## src/rtl/scd_pkg.sv

```systemverilog
package scd_pkg;
  typedef enum logic [1:0] {
    CLS_DISP = 2'b00,
    CLS_ROUTE = 2'b01,
    CLS_ADDR = 2'b10,
    CLS_STAT = 2'b11
  } cmd_cls_e;

  localparam logic [2:0] TGT_DRAM  = 3'd0;
  localparam logic [2:0] TGT_CRAM  = 3'd1;
  localparam logic [2:0] TGT_GRAM  = 3'd2;
  localparam logic [2:0] TGT_LED   = 3'd3;
  localparam logic [2:0] TGT_KEY   = 3'd4;

  localparam int unsigned BYTE_W = 8;
endpackage

```

## src/rtl/scd_rx.sv

```systemverilog
module scd_rx
  import scd_pkg::*;
(
  input  logic              clk,
  input  logic              rst_n,
  input  logic              stb,
  input  logic              sck,
  input  logic              sdi,
  output logic              sck_fall,
  output logic              byte_vld,
  output logic              byte_cmd,
  output logic [BYTE_W-1:0] byte_q
);
  localparam int CNT_W = $clog2(BYTE_W);

  logic              sck_q;
  logic              first_q;
  logic [CNT_W-1:0]  cnt_q;
  logic [BYTE_W-1:0] sh_q;
  logic              sck_rise;

  assign sck_rise = sck & ~sck_q;
  assign sck_fall = ~sck & sck_q;

  always_ff @(posedge clk or negedge rst_n) begin
    if (!rst_n) begin
      sck_q    <= 1'b0;
      first_q  <= 1'b1;
      cnt_q    <= '0;
      sh_q     <= '0;
      byte_vld <= 1'b0;
      byte_cmd <= 1'b0;
      byte_q   <= '0;
    end else begin
      sck_q    <= sck;
      byte_vld <= 1'b0;
      if (!stb) begin
        cnt_q   <= '0;
        first_q <= 1'b1;
      end else if (sck_rise) begin
        sh_q  <= {sh_q[BYTE_W-2:0], sdi};
        cnt_q <= cnt_q + 1'b1;
        if (cnt_q == CNT_W'(BYTE_W - 1)) begin
          byte_vld <= 1'b1;
          byte_cmd <= first_q;
          byte_q   <= {sh_q[BYTE_W-2:0], sdi};
          first_q  <= 1'b0;
        end
      end
    end
  end
endmodule

```

## src/rtl/scd_ctrl.sv

```systemverilog
module scd_ctrl
  import scd_pkg::*;
#(
  parameter int ADDR_W   = 5,
  parameter int DD_LAST  = 24,
  parameter int CHR_LAST = 7,
  parameter int CG_LAST  = 15,
  parameter int LED_W    = 4
) (
  input  logic              clk,
  input  logic              rst_n,
  input  logic              byte_vld,
  input  logic              byte_cmd,
  input  logic [BYTE_W-1:0] byte_q,
  output logic              key_start,
  output logic              wr_en,
  output logic [1:0]        wr_sel,
  output logic [ADDR_W-1:0] wr_addr,
  output logic [BYTE_W-1:0] wr_data,
  output logic [LED_W-1:0]  led_latch,
  output logic              duty_15,
  output logic              slave,
  output logic              drive_int,
  output logic [1:0]        lcd_mode,
  output logic              led_en,
  output logic              scan_en,
  output logic              standby,
  output logic              test_mode
);
  localparam logic [ADDR_W-1:0] DD_MAX  = ADDR_W'(DD_LAST);
  localparam logic [ADDR_W-1:0] CHR_MAX = ADDR_W'(CHR_LAST);
  localparam logic [ADDR_W-1:0] CG_MAX  = ADDR_W'(CG_LAST);

  logic [2:0]        tgt_q;
  logic              fixed_q;
  logic [ADDR_W-1:0] addr_q;
  logic              wr_ok;
  logic              bump;
  cmd_cls_e          cls;

  assign cls = cmd_cls_e'(byte_q[7:6]);

  always_comb begin
    case (tgt_q)
      TGT_DRAM: wr_ok = (addr_q <= DD_MAX);
      TGT_CRAM: wr_ok = (addr_q <= CHR_MAX);
      TGT_GRAM: wr_ok = (addr_q <= CG_MAX) && (byte_q[7:5] != 3'd7);
      default:  wr_ok = 1'b0;
    endcase
  end

  assign bump      = !fixed_q && (tgt_q != TGT_GRAM);
  assign key_start = byte_vld && byte_cmd && (cls == CLS_ROUTE) && (byte_q[2:0] == TGT_KEY);

  always_ff @(posedge clk or negedge rst_n) begin
    if (!rst_n) begin
      tgt_q     <= TGT_DRAM;
      fixed_q   <= 1'b0;
      addr_q    <= '0;
      wr_en     <= 1'b0;
      wr_sel    <= '0;
      wr_addr   <= '0;
      wr_data   <= '0;
      led_latch <= '0;
      duty_15   <= 1'b0;
      slave     <= 1'b0;
      drive_int <= 1'b0;
      lcd_mode  <= 2'b00;
      led_en    <= 1'b0;
      scan_en   <= 1'b0;
      standby   <= 1'b0;
      test_mode <= 1'b0;
    end else begin
      wr_en <= 1'b0;
      if (byte_vld && byte_cmd) begin
        case (cls)
          CLS_DISP: begin
            if (byte_q[2:0] != {drive_int, slave, duty_15}) begin
              duty_15   <= byte_q[0];
              slave     <= byte_q[1];
              drive_int <= byte_q[2];
              lcd_mode  <= 2'b00;
              led_en    <= 1'b1;
              scan_en   <= 1'b0;
            end
          end
          CLS_ROUTE: begin
            tgt_q   <= byte_q[2:0];
            fixed_q <= byte_q[3];
          end
          CLS_ADDR: addr_q <= byte_q[ADDR_W-1:0];
          CLS_STAT: {test_mode, standby, scan_en, led_en, lcd_mode} <= byte_q[5:0];
          default: ;
        endcase
      end else if (byte_vld) begin
        if (tgt_q == TGT_LED) begin
          led_latch <= byte_q[LED_W-1:0];
        end else if (wr_ok) begin
          wr_en   <= 1'b1;
          wr_sel  <= tgt_q[1:0];
          wr_addr <= addr_q;
          wr_data <= byte_q;
          if (bump) addr_q <= addr_q + 1'b1;
        end
      end
    end
  end
endmodule

```

## src/rtl/scd_keytx.sv

```systemverilog
module scd_keytx
  import scd_pkg::*;
#(
  parameter int KEY_BYTES = 4,
  localparam int KEY_IDX_W = (KEY_BYTES > 1) ? $clog2(KEY_BYTES) : 1
) (
  input  logic                 clk,
  input  logic                 rst_n,
  input  logic                 stb,
  input  logic                 sck_fall,
  input  logic                 key_start,
  input  logic [BYTE_W-1:0]    key_byte,
  output logic [KEY_IDX_W-1:0] key_idx,
  output logic                 sdo_pull
);
  localparam int PH_W = $clog2(BYTE_W);

  logic              active_q;
  logic              bit_q;
  logic [PH_W-1:0]   ph_q;
  logic [BYTE_W-1:0] sh_q;

  assign sdo_pull = active_q & stb & ~bit_q;

  always_ff @(posedge clk or negedge rst_n) begin
    if (!rst_n) begin
      active_q <= 1'b0;
      bit_q    <= 1'b1;
      ph_q     <= '0;
      sh_q     <= '0;
      key_idx  <= '0;
    end else if (!stb) begin
      active_q <= 1'b0;
      bit_q    <= 1'b1;
    end else if (key_start) begin
      active_q <= 1'b1;
      bit_q    <= 1'b1;
      ph_q     <= '0;
      key_idx  <= '0;
    end else if (active_q && sck_fall) begin
      if (ph_q == '0) begin
        bit_q <= key_byte[BYTE_W-1];
        sh_q  <= {key_byte[BYTE_W-2:0], 1'b0};
      end else begin
        bit_q <= sh_q[BYTE_W-1];
        sh_q  <= {sh_q[BYTE_W-2:0], 1'b0};
      end
      ph_q <= ph_q + 1'b1;
      if (ph_q == PH_W'(BYTE_W - 1)) begin
        if (key_idx == KEY_IDX_W'(KEY_BYTES - 1)) key_idx <= '0;
        else key_idx <= key_idx + 1'b1;
      end
    end
  end
endmodule

```

## src/rtl/serial_cmd_decoder.sv

```systemverilog
module serial_cmd_decoder
  import scd_pkg::*;
#(
  parameter int ADDR_W    = 5,
  parameter int DD_LAST   = 24,
  parameter int CHR_LAST  = 7,
  parameter int CG_LAST   = 15,
  parameter int LED_W     = 4,
  parameter int KEY_BYTES = 4,
  localparam int KEY_IDX_W = (KEY_BYTES > 1) ? $clog2(KEY_BYTES) : 1
) (
  input  logic                 clk,
  input  logic                 rst_n,
  input  logic                 stb,
  input  logic                 sck,
  input  logic                 sdi,
  output logic                 sdo_pull,
  output logic                 wr_en,
  output logic [1:0]           wr_sel,
  output logic [ADDR_W-1:0]    wr_addr,
  output logic [7:0]           wr_data,
  output logic [LED_W-1:0]     led_latch,
  output logic [KEY_IDX_W-1:0] key_idx,
  input  logic [7:0]           key_byte,
  output logic                 duty_15,
  output logic                 slave,
  output logic                 drive_int,
  output logic [1:0]           lcd_mode,
  output logic                 led_en,
  output logic                 scan_en,
  output logic                 standby,
  output logic                 test_mode
);
  logic              sck_fall;
  logic              byte_vld;
  logic              byte_cmd;
  logic [BYTE_W-1:0] byte_q;
  logic              key_start;

  scd_rx u_rx (
    .clk      (clk),
    .rst_n    (rst_n),
    .stb      (stb),
    .sck      (sck),
    .sdi      (sdi),
    .sck_fall (sck_fall),
    .byte_vld (byte_vld),
    .byte_cmd (byte_cmd),
    .byte_q   (byte_q)
  );

  scd_ctrl #(
    .ADDR_W   (ADDR_W),
    .DD_LAST  (DD_LAST),
    .CHR_LAST (CHR_LAST),
    .CG_LAST  (CG_LAST),
    .LED_W    (LED_W)
  ) u_ctrl (
    .clk       (clk),
    .rst_n     (rst_n),
    .byte_vld  (byte_vld),
    .byte_cmd  (byte_cmd),
    .byte_q    (byte_q),
    .key_start (key_start),
    .wr_en     (wr_en),
    .wr_sel    (wr_sel),
    .wr_addr   (wr_addr),
    .wr_data   (wr_data),
    .led_latch (led_latch),
    .duty_15   (duty_15),
    .slave     (slave),
    .drive_int (drive_int),
    .lcd_mode  (lcd_mode),
    .led_en    (led_en),
    .scan_en   (scan_en),
    .standby   (standby),
    .test_mode (test_mode)
  );

  scd_keytx #(
    .KEY_BYTES (KEY_BYTES)
  ) u_keytx (
    .clk       (clk),
    .rst_n     (rst_n),
    .stb       (stb),
    .sck_fall  (sck_fall),
    .key_start (key_start),
    .key_byte  (key_byte),
    .key_idx   (key_idx),
    .sdo_pull  (sdo_pull)
  );
endmodule

```

## config.mk

```make
export PLATFORM = sky130hd
export DESIGN_NAME = serial_cmd_decoder
export DESIGN_NICKNAME = d
export VERILOG_FILES = /design/src/rtl/scd_pkg.sv /design/src/rtl/scd_rx.sv /design/src/rtl/scd_ctrl.sv /design/src/rtl/scd_keytx.sv /design/src/rtl/serial_cmd_decoder.sv
export SDC_FILE = /design/constraint.sdc
export NUM_CORES = 1
export LEC_CHECK = 0
export BUFFER_PORTS_ARGS = -buffer_cell sky130_fd_sc_hd__buf_2
export CORE_MARGIN = 2
export CORE_UTILIZATION = 55
export DETAILED_ROUTE_END_ITERATION = 7
export PLACE_DENSITY_LB_ADDON = 0.12
export SYNTH_ARGS = -nofsm -noshare
export SYNTH_HDL_FRONTEND = slang
export SYNTH_HIERARCHICAL = 1
export SYNTH_SLANG_ARGS = --single-unit
```

## constraint.sdc

```tcl
create_clock -name clk -period 6.9 [get_ports clk]
set_input_delay 1.035 -clock clk [delete_from_list [all_inputs] [get_ports clk]]
set_output_delay 1.035 -clock clk [all_outputs]
set_load 0.005 [all_outputs]
```

---- Word level (Yosys, flattened, before mapping) ----
Cells that the tools add are included.
storage, ports and cells
  output and inout port bits .............. 32
  bits of input ports ..................... 13
  logic and storage cells ................. 132
  bits in registers ....................... 75
operators by class
  add/subtract/negate cells ............... 4
  multiplexer cells ....................... 38
  $lt $le $gt $ge ......................... 3
  bitwise gates (word level) .............. 10
  equal/unequal tests ..................... 20
  reductions and logical operators ........ 29
operators by type and width
  operator                                                        count
  2-to-1 mux 5 bit                                                6
  2-to-1 mux 1 bit                                                18
  AND reduction 3 bit                                             6
  2-to-1 mux 3 bit                                                4
  nonzero test 2 bit                                              6
  2-to-1 mux 2 bit                                                5
  inequality test 2 x 1 -> 1 bit, second input constant           5
  AND reduction 2 bit                                             5
  equality test 3 bit, second input constant                      3
  2-to-1 mux 8 bit                                                1
  adder 3 x 1 -> 3 bit, second input constant                     2
  equality test 2 bit, second input constant                      3
  equality test 3 x 2 -> 1 bit, second input constant             2
  logical AND 1 bit                                               6
  logical NOT 3 bit                                               2
  NOT 1 bit                                                       6
  adder 5 x 1 -> 5 bit, second input constant                     1
  less-or-equal comparator 5 x 3 -> 1 bit, second input constant  1
  less-or-equal comparator 5 x 4 -> 1 bit, second input constant  1
  less-or-equal comparator 5 bit, second input constant           1
  AND reduction 5 bit                                             1
  AND 1 bit                                                       4
  one-hot mux 1 bit (2 select lines)                              2
  one-hot mux 2 bit (2 select lines)                              1
  other kinds (12)                                                12

---- Logic depth before layout (Yosys ltp) ----
Gate-level depths: netlist of the first run.
  depth in word-level cells ............... 7
  mapped depth ............................ 9
  depth with buffers taken out ............ 8

---- By module ----
The synthesis of the first run kept the hierarchy.
by module, submodules not included
  module     cells each  instances  area each (µm²)
  scd_ctrl   140         1          1,815.5
  scd_rx     57          1          872.1
  scd_keytx  72          1          737.0

---- Least setup slack after synthesis of the first run ----
No wires, ideal clock.
  kind .................................... in2out
  start point ............................. in stb
  end point ............................... out sdo_pull
  stages on the path ...................... 3
  setup slack ............................. 4,525 ps
  arrival time ............................ 1,340 ps
  path through ............................ buf_2 > nand2_1 > nor2_1
between the ends
  word-level cells in the longest chain between the ends .. 2
ends and longest elaborated chain
  element                  RTL line                  RTL
  start, declared          serial_cmd_decoder.sv:14  input logic stb,
  AND 1 bit (2 in series)  scd_keytx.sv:23           assign sdo_pull = active_q & stb & ~bit_q;
  end, declared            serial_cmd_decoder.sv:17  output logic sdo_pull,
No other way between the ends.

---- Final worst setup path of the first run ----
  start point ............................. reg u_rx.byte_q[6]
  end point ............................... reg u_keytx.sh_q[2]
between the ends
  word-level cells in the longest chain between the ends .. 5
ends and longest elaborated chain
  element                          RTL line                  RTL
  start, declared                  scd_rx.sv:12              output logic [BYTE_W-1:0] byte_q
  start signal, assigned           scd_rx.sv:46              byte_q <= {sh_q[BYTE_W-2:0], sdi};
  equality test 2 x 1 -> 1 bit     scd_ctrl.sv:53            assign key_start = byte_vld && byte_cmd && (cls == CLS_ROUTE) && (byte_q[2:0] == TGT_KEY);
  logical AND 1 bit (2 in series)  scd_ctrl.sv:53
  via key_start                    serial_cmd_decoder.sv:38  logic key_start;
  NOT 1 bit (no line)              -
  AND reduction 3 bit (no line)    -
  end signal, assigned             scd_keytx.sv:43           sh_q <= {key_byte[BYTE_W-2:0], 1'b0};
  end signal, assigned             scd_keytx.sv:46           sh_q <= {sh_q[BYTE_W-2:0], 1'b0};
  end, declared                    scd_keytx.sv:21           logic [BYTE_W-1:0] sh_q;
The timed path passes the listed nets, and every way through them passes these cells.
A chain may end at the register's enable or synchronous reset.

==> results of run 1 <==
[final timing paths]
| kind | to | slack (ns) | depth (start not counted) |
|---|---|---|---|
| hold / removal | u_rx/first_q | 0.48 | 2 |
| setup reg to reg | u_keytx/sh_q[2] | 4.10 | 5 |
| max in group asynchronous | u_keytx/key_idx[0] | 5.43 | 2 |
| setup / recovery | u_keytx/sh_q[2] | 4.10 | 5 |
| hold reg to reg | u_rx/first_q | 0.48 | 2 |
| min in group asynchronous | u_ctrl/wr_addr[2] | 0.91 | 2 |
[per-layer routing]
layer	track usage	up-vias
met3	0.04573	12
met2	0.3043	58
met4	0.09538	0
met5	0	-
li1	-	1048
met1	0.2729	1059
[logic make-up (layout without fill, tap and decap cells)]
family	count (synthesis)	after routing	share of synthesized area
DFF	74	74	0.5415
and+or+nand+nor	60	60	0.1001
muxes	57	57	0.1940
AOI/OAI and AO/OA	43	43	0.08951
buffers and inverters	22	73	0.03178
adders and majority gates	9	9	0.03288
xor gates and xnor gates	4	4	0.01023
[worst max-delay path: stages (launching register included)]
cell and delay (ns):
dfrtp_1 0.45, nand3_1 0.23, or2_2 0.40, nor4b_1 0.88, nand4b_1 0.52, o21ai_0 0.19
[power by group]
part | switching (mW) | internal (mW)
logic | 0.0169 | 0.0184
registers | 0.0129 | 0.452
clock network | 0.157 | 0.186
total | 0.186 | 0.657
[registers in the layout, indices dropped and copies added, names as in the netlist, 2 cells and up]
signal / flops
u_keytx/ph_q: 3
u_ctrl/wr_addr: 5
u_keytx/sh_q: 7
u_ctrl/led_latch: 4
u_rx/byte_q: 8
u_ctrl/wr_data: 8
u_keytx/key_idx: 2
u_rx/cnt_q: 3
u_ctrl/tgt_q: 3
u_ctrl/lcd_mode: 2
u_rx/sh_q: 7
u_ctrl/addr_q: 5
u_ctrl/wr_sel: 2
[cells in the final DEF (no fill, tap or decap), types with 3 or more instances in the layout]
master	instances
and2_1	3
o22ai_1	3
a22o_1	4
nor2_1	8
mux2_4	9
nor3_1	3
nand3_1	5
inv_1	12
mux2_2	39
dfrtp_1	72
clkbuf_8	11
ha_1	9
buf_2	44
o21ai_0	9
mux2i_1	9
a21oi_1	9
xnor2_1	4
o21ai_2	4
a22oi_1	3
nand2_1	20
[final cells by class]
| type | instances | area [µm²] | area share |
|---|---|---|---|
| well taps | 75 | 93.84 | 0.02414 |
| multi-input cells | 173 | 1461 | 0.3759 |
| clock buffers | 12 | 155.1 | 0.03991 |
| clock inverters | 4 | 50.05 | 0.01287 |
| flip-flops and latches | 74 | 1854 | 0.4770 |
| repair buffers | 45 | 227.7 | 0.05858 |
| inverters | 12 | 45.04 | 0.01159 |
[per-stage QoR]
step	total power [mW]	instances	utilization	hold WS, ns
3_5_place_dp	0.5098	379	0.6183	0.4667
2_1_floorplan	0.4895	269	-	0.4492
3_3_place_gp	0.5068	379	0.6183	0.4629
6_report	0.8431	395	0.6527	0.4818
4_1_cts	0.8529	395	0.6527	0.4852
5_1_grt	0.8728	395	0.6527	0.5030
==> results.py, run 1 <==
metrics = {
    "status": {
        "status": "completed",
    },
    "yosys": {
        "yosysWarnings": 6,
        "synth_top_area_cell": "dfrtp_1",
        "synth_nets": 291,
        "avgSynthCellArea_um2": 12.73,
        "synth_ff_type": "dfrtp_1",
        "synth_edf_count": 0,
        "ys_top_cells_by_area": "dfrtp_1, mux2_2, mux2_4",
        "async_flop_share": 1.000,
        "ys_top_cells_by_count": "dfrtp_1, mux2_2, nand2_1, inv_1",
        "synth.cell_area_um2": 3425,
        "synth.distinct_cells": 51,
        "synth-seq-cells": 74,
        "synth.most_common_cell": "dfrtp_1",
        "yosysTopAreaCellShare": 0.5261,
        "seq_area_frac_synth": 0.5415,
        "synthCells": 269,
    },
    "floorplan": {
        "die_w_um": 82.91,
        "ios": 45,
        "rows": 28,
        "core_um2": 5956,
        "die_area_um2": 6873,
        "initial_core_util": 0.5750,
        "chipHeight_um": 82.91,
    },
    "finish": {
        "fillCellCount": 473,
        "antenna_cells": 0,
        "fin_area_um2": 3887,
        "area_delta_synth_final_pct": 13.52,
        "nNetsFinal": 337,
        "drive_gt1_frac": 0.3969,
    },
    "sta": {
        "fmax_mhz": 357.1,
        "worst_slew_pin_slew_ns": 1.056,
        "setup_viol": 0,
        "finalSetupTns_ns": 0,
        "min_period_over_period": 0.4058,
        "slew-limit-headroom": 0.2859,
        "fin_skew_ns": 0.008808,
        "hold_violations": 0,
        "fin_ws_ns": 4.100,
        "maxSlewViolCount": 0,
        "post-route-min-period_ns": 2.800,
        "rsz0062_at_grt": "no",
    },
    "worst_setup_path": {
        "r2r-start": "u_rx/byte_q[6]",
        "crit_arrival_ns": 3.01,
        "worstSetupPathType": "register to register",
        "worst-path-max-fanout": 14,
        "critical_path_required_ns": 7.11,
        "cp-start-kind": "register",
        "critPathCaptureType": "register",
        "critPathLaunch": "u_rx/byte_q[6]",
    },
    "route": {
        "drc": 0,
        "wl_per_cell_um": 15.93,
        "drt-initial-drc-count": 113,
        "routed-via-count": 2177,
        "drt-total-wl_um": 6293,
        "wl_met2_um": 2900,
        "drt_first_pass_iters": 4,
        "met3_wirelength_um": 292,
        "antenna_left": 0,
        "highest_layer": "met4",
        "wirelength_met1_um": 2961,
        "viasPerCell": 5.511,
    },
    "run": {
        "cap_violations": 0,
    },
    "grt": {
        "grt_pass1_vias": 2266,
        "grt_max_degree": 75,
        "grt_pass1_wl_um": 10900,
        "grt-ovfl-total": 0,
        "grt_antenna_before_repair": 0,
        "grtUsageTotal": 0.2000,
    },
    "hold_path": {
        "hold_path.class": "register to register",
        "hp-start": "u_rx/first_q",
    },
    "pwr": {
        "power.density_nw_per_um2": 216.9,
        "leakage_nw": 1.953,
        "ir_worst_vdd_mv": 0.1625,
    },
    "placement": {
        "placed_area_um2": 3682,
        "port_buffers": 44,
        "dp_hpwl_um": 4231,
        "gp_congestion": 0.7739,
        "preCtsSetupSlack_ns": 4.035,
    },
    "clock_tree": {
        "post_cts_resized": 0,
        "clk_latency_ns": 0.35,
        "htreeDepth": 3,
        "cts.reportedPaths.clkPinSlew_ns": 0.08,
        "cts_buffer_depth": 2,
        "post_cts_buffers": 0,
        "ctsHoldBuffers": 0,
        "cts_inserted_buffers": 9,
        "cts_tree": "built",
        "cts_sinks": 74,
        "cts_root_buffer": "clkbuf_8",
    },
}
No activity file was read; power rests on OpenSTA's default activity.
==> inputs of run 2 (changes only) <==
- ABC_AREA: not set -> 1
- CORE_UTILIZATION: 55 -> 52
- clock period: 6.9 -> 2.4 ns (I/O delays scaled with it)
==> results.py, run 2 <==
metrics = {
    "status": {
        "status": "completed",
    },
    "route": {
        "antenna_left": 0,
        "drc": 0,
        "drt-total-wl_um": 6950,
        "routed-via-count": 2771,
        "drt_first_pass_iters": 5,
        "viasPerCell": 5.094,
        "wl_per_cell_um": 12.78,
        "drt-initial-drc-count": 158,
    },
    "grt": {
        "grt_pass1_wl_um": 11900,
        "grt_max_degree": 75,
        "grt_antenna_before_repair": 0,
        "grt-ovfl-total": 0,
        "busiest_layer": "met2",
        "grtUsageMet2": 0.3157,
        "grt_pass1_vias": 2589,
        "grtUsageTotal": 0.2025,
        "met3_usage": 0.03524,
        "met1_usage": 0.2800,
    },
    "finish": {
        "area_delta_synth_final_pct": 13.01,
        "fin_area_um2": 3979,
        "drive_gt1_frac": 0.2056,
        "final_cell_mix": "nand2_1, dfrtp_1, inv_1, buf_2, o21ai_0",
        "final_cells": 544,
        "final_common_cell": "nand2_1",
        "reg_top3": "u_ctrl/wr_data (8), u_rx/byte_q (8)",
        "antenna_cells": 0,
        "nNetsFinal": 485,
    },
    "clock_tree": {
        "cts.reportedPaths.clkPinSlew_ns": 0.08,
        "clk_latency_ns": 0.33,
        "cts_sinks": 74,
        "post_cts_buffers": 0,
        "post_cts_resized": 0,
        "cts_inserted_buffers": 9,
        "cts_buffer_depth": 2,
        "ctsHoldBuffers": 0,
        "cts_root_buffer": "clkbuf_8",
        "cts_tree": "built",
        "htreeDepth": 3,
    },
    "floorplan": {
        "ios": 45,
        "core_um2": 6459,
        "rows": 29,
        "die_w_um": 86.29,
        "chipHeight_um": 86.29,
        "die_area_um2": 7445,
        "initial_core_util": 0.5451,
    },
    "yosys": {
        "yosysWarnings": 6,
        "synth-xor-area-share": 0.002488,
        "ys_top_cells_by_area": "dfrtp_1, nand2_1, inv_1",
        "yosysTopAreaCellShare": 0.5117,
        "synthAdderAreaFrac": 0.03198,
        "ys_top_cells_by_count": "nand2_1, dfrtp_1, inv_1, o21ai_0, nand3_1",
        "yosys.area_share.simple": 0.2814,
        "synth-seq-cells": 74,
        "avgSynthCellArea_um2": 8.505,
        "synthCells": 414,
        "async_flop_share": 1.000,
        "synth_ff_type": "dfrtp_1",
        "synth.most_common_cell": "nand2_1",
        "seq_area_frac_synth": 0.5267,
        "synth-compound-area-share": 0.07569,
        "synth.distinct_cells": 29,
        "synth_nets": 436,
        "synth_mux_area_frac": 0,
        "synth_edf_count": 0,
        "synth_top_area_cell": "dfrtp_1",
        "synth_top_family_by_area": "simple AND/OR/NAND/NOR gates",
        "synth.cell_area_um2": 3521,
    },
    "placement": {
        "port_buffers": 44,
        "placed_area_um2": 3780,
        "dp_hpwl_um": 4849,
        "post-place-cells": 529,
        "preCtsSetupSlack_ns": 0.3036,
        "gp_congestion": 0.8746,
    },
    "worst_setup_path": {
        "critical_path_required_ns": 2.63,
        "r2r-start": "u_rx/byte_cmd",
        "max_stage_delay_ns": 0.39,
        "crit_arrival_ns": 2.24,
        "cp-endpoint": "u_keytx/sh_q[1]",
        "cp-start-kind": "register",
        "reg2reg_depth": 10,
        "regToRegSetupSlack_ns": 0.38,
        "timing.critical_path.mode_cell": "nand2_1",
        "rr_endpoint": "u_keytx/sh_q[1]",
        "worstSetupPathType": "register to register",
        "slowest_stage": "dfrtp_1",
        "critPathCaptureType": "register",
        "worstPathCellList": "nand2_1 -> nor3_1 -> nand2_1 -> nor3_2 -> inv_2 -> nand2_2 -> nor2_2 -> inv_1 -> nand2_1 -> nand2_1",
        "critPathLaunch": "u_rx/byte_cmd",
        "worst-path-max-fanout": 12,
    },
    "pwr": {
        "leakage_nw": 2.229,
        "pwr-share-comb": 0.049,
        "p_clk_frac": 0.400,
        "ir_worst_vdd_mv": 0.3007,
        "power.density_nw_per_um2": 596.3,
        "p_int_mw": 1.822,
        "power_switching_share": 0.2319,
        "power_frac_seq": 0.551,
        "netSwitchingPower_mw": 0.5502,
    },
    "sta": {
        "rsz0062_at_grt": "no",
        "slew-limit-headroom": 0.6945,
        "worst_slew_pin_slew_ns": 0.4568,
        "maxSlewViolCount": 0,
        "min_period_over_period": 0.8406,
        "fin_skew_ns": 0.006449,
        "hold_violations": 0,
        "fmax_mhz": 495.7,
        "finalSetupTns_ns": 0,
        "setup_viol": 0,
        "post-route-min-period_ns": 2.017,
        "fin_ws_ns": 0.3826,
    },
    "run": {
        "cap_violations": 0,
    },
    "hold_path": {
        "hold_path.class": "input port to async pin",
    },
}
run 2: worst min path at each step:
stage	start	end	slack [ns]	depth (start not counted)
after CTS	rst_n	u_ctrl/wr_addr[0]	0.06	2
after detailed placement	rst_n	u_ctrl/wr_addr[0]	0.42	2
final	rst_n	u_ctrl/wr_addr[0]	0.03	2
after global routing	rst_n	u_ctrl/wr_addr[1]	0.07	2
after floorplan	rst_n	u_ctrl/addr_q[0]	0.06	0
after global placement	rst_n	u_ctrl/wr_addr[0]	0.43	2
run 2: layer usage:
layer  part of all wire  vias to the layer above
met5                  0                        -
met4              0.020                        0
met3              0.039                       17
met2               0.47                       58
met1               0.47                     1291
li1                   -                     1405
run 2: critical path, delay by kind of cell, from the launching register on:
kind | cells | cell delay, ns
and+or+nand+nor | 8 | 1.17
buffers and inverters | 2 | 0.34
DFF | 1 | 0.39
run 2: cell type report:
class                   instances  area [µm²]
well taps                      77       96.34
repair buffers                 46       247.7
flip-flops and latches         74        1854
clock buffers                  11       141.4
multi-input cells             278        1384
fillers                       589        2480
clock inverters                 4       52.55
inverters                      54       202.7
run 2: power by group through the flow:
| stage | logic (mW) | registers (mW) | clock network [mW] |
|---|---|---|---|
| floorplan | 0.0663 | 1.32 | 0 |
| finish | 0.115 | 1.31 | 0.949 |
| global placement | 0.115 | 1.33 | 0 |
| global route | 0.137 | 1.31 | 1.02 |
| detailed placement | 0.117 | 1.33 | 0 |
| CTS | 0.118 | 1.31 | 0.973 |
run 2: metrics by stage:
stage          hold slack, ns  total power, mW    util
2_1_floorplan         0.06441            1.391       -
3_3_place_gp           0.4265            1.445  0.5852
3_5_place_dp           0.4228            1.449  0.5852
4_1_cts               0.05538            2.398  0.6153
5_1_grt               0.07270            2.475  0.6160
6_report              0.03493            2.372  0.6160
run 2: cell families after synthesis:
group / Yosys count
flops: 74
simple gates: 225
buf+inv: 62
fa+ha+maj: 9
xor+xnor: 1
compound gates: 43
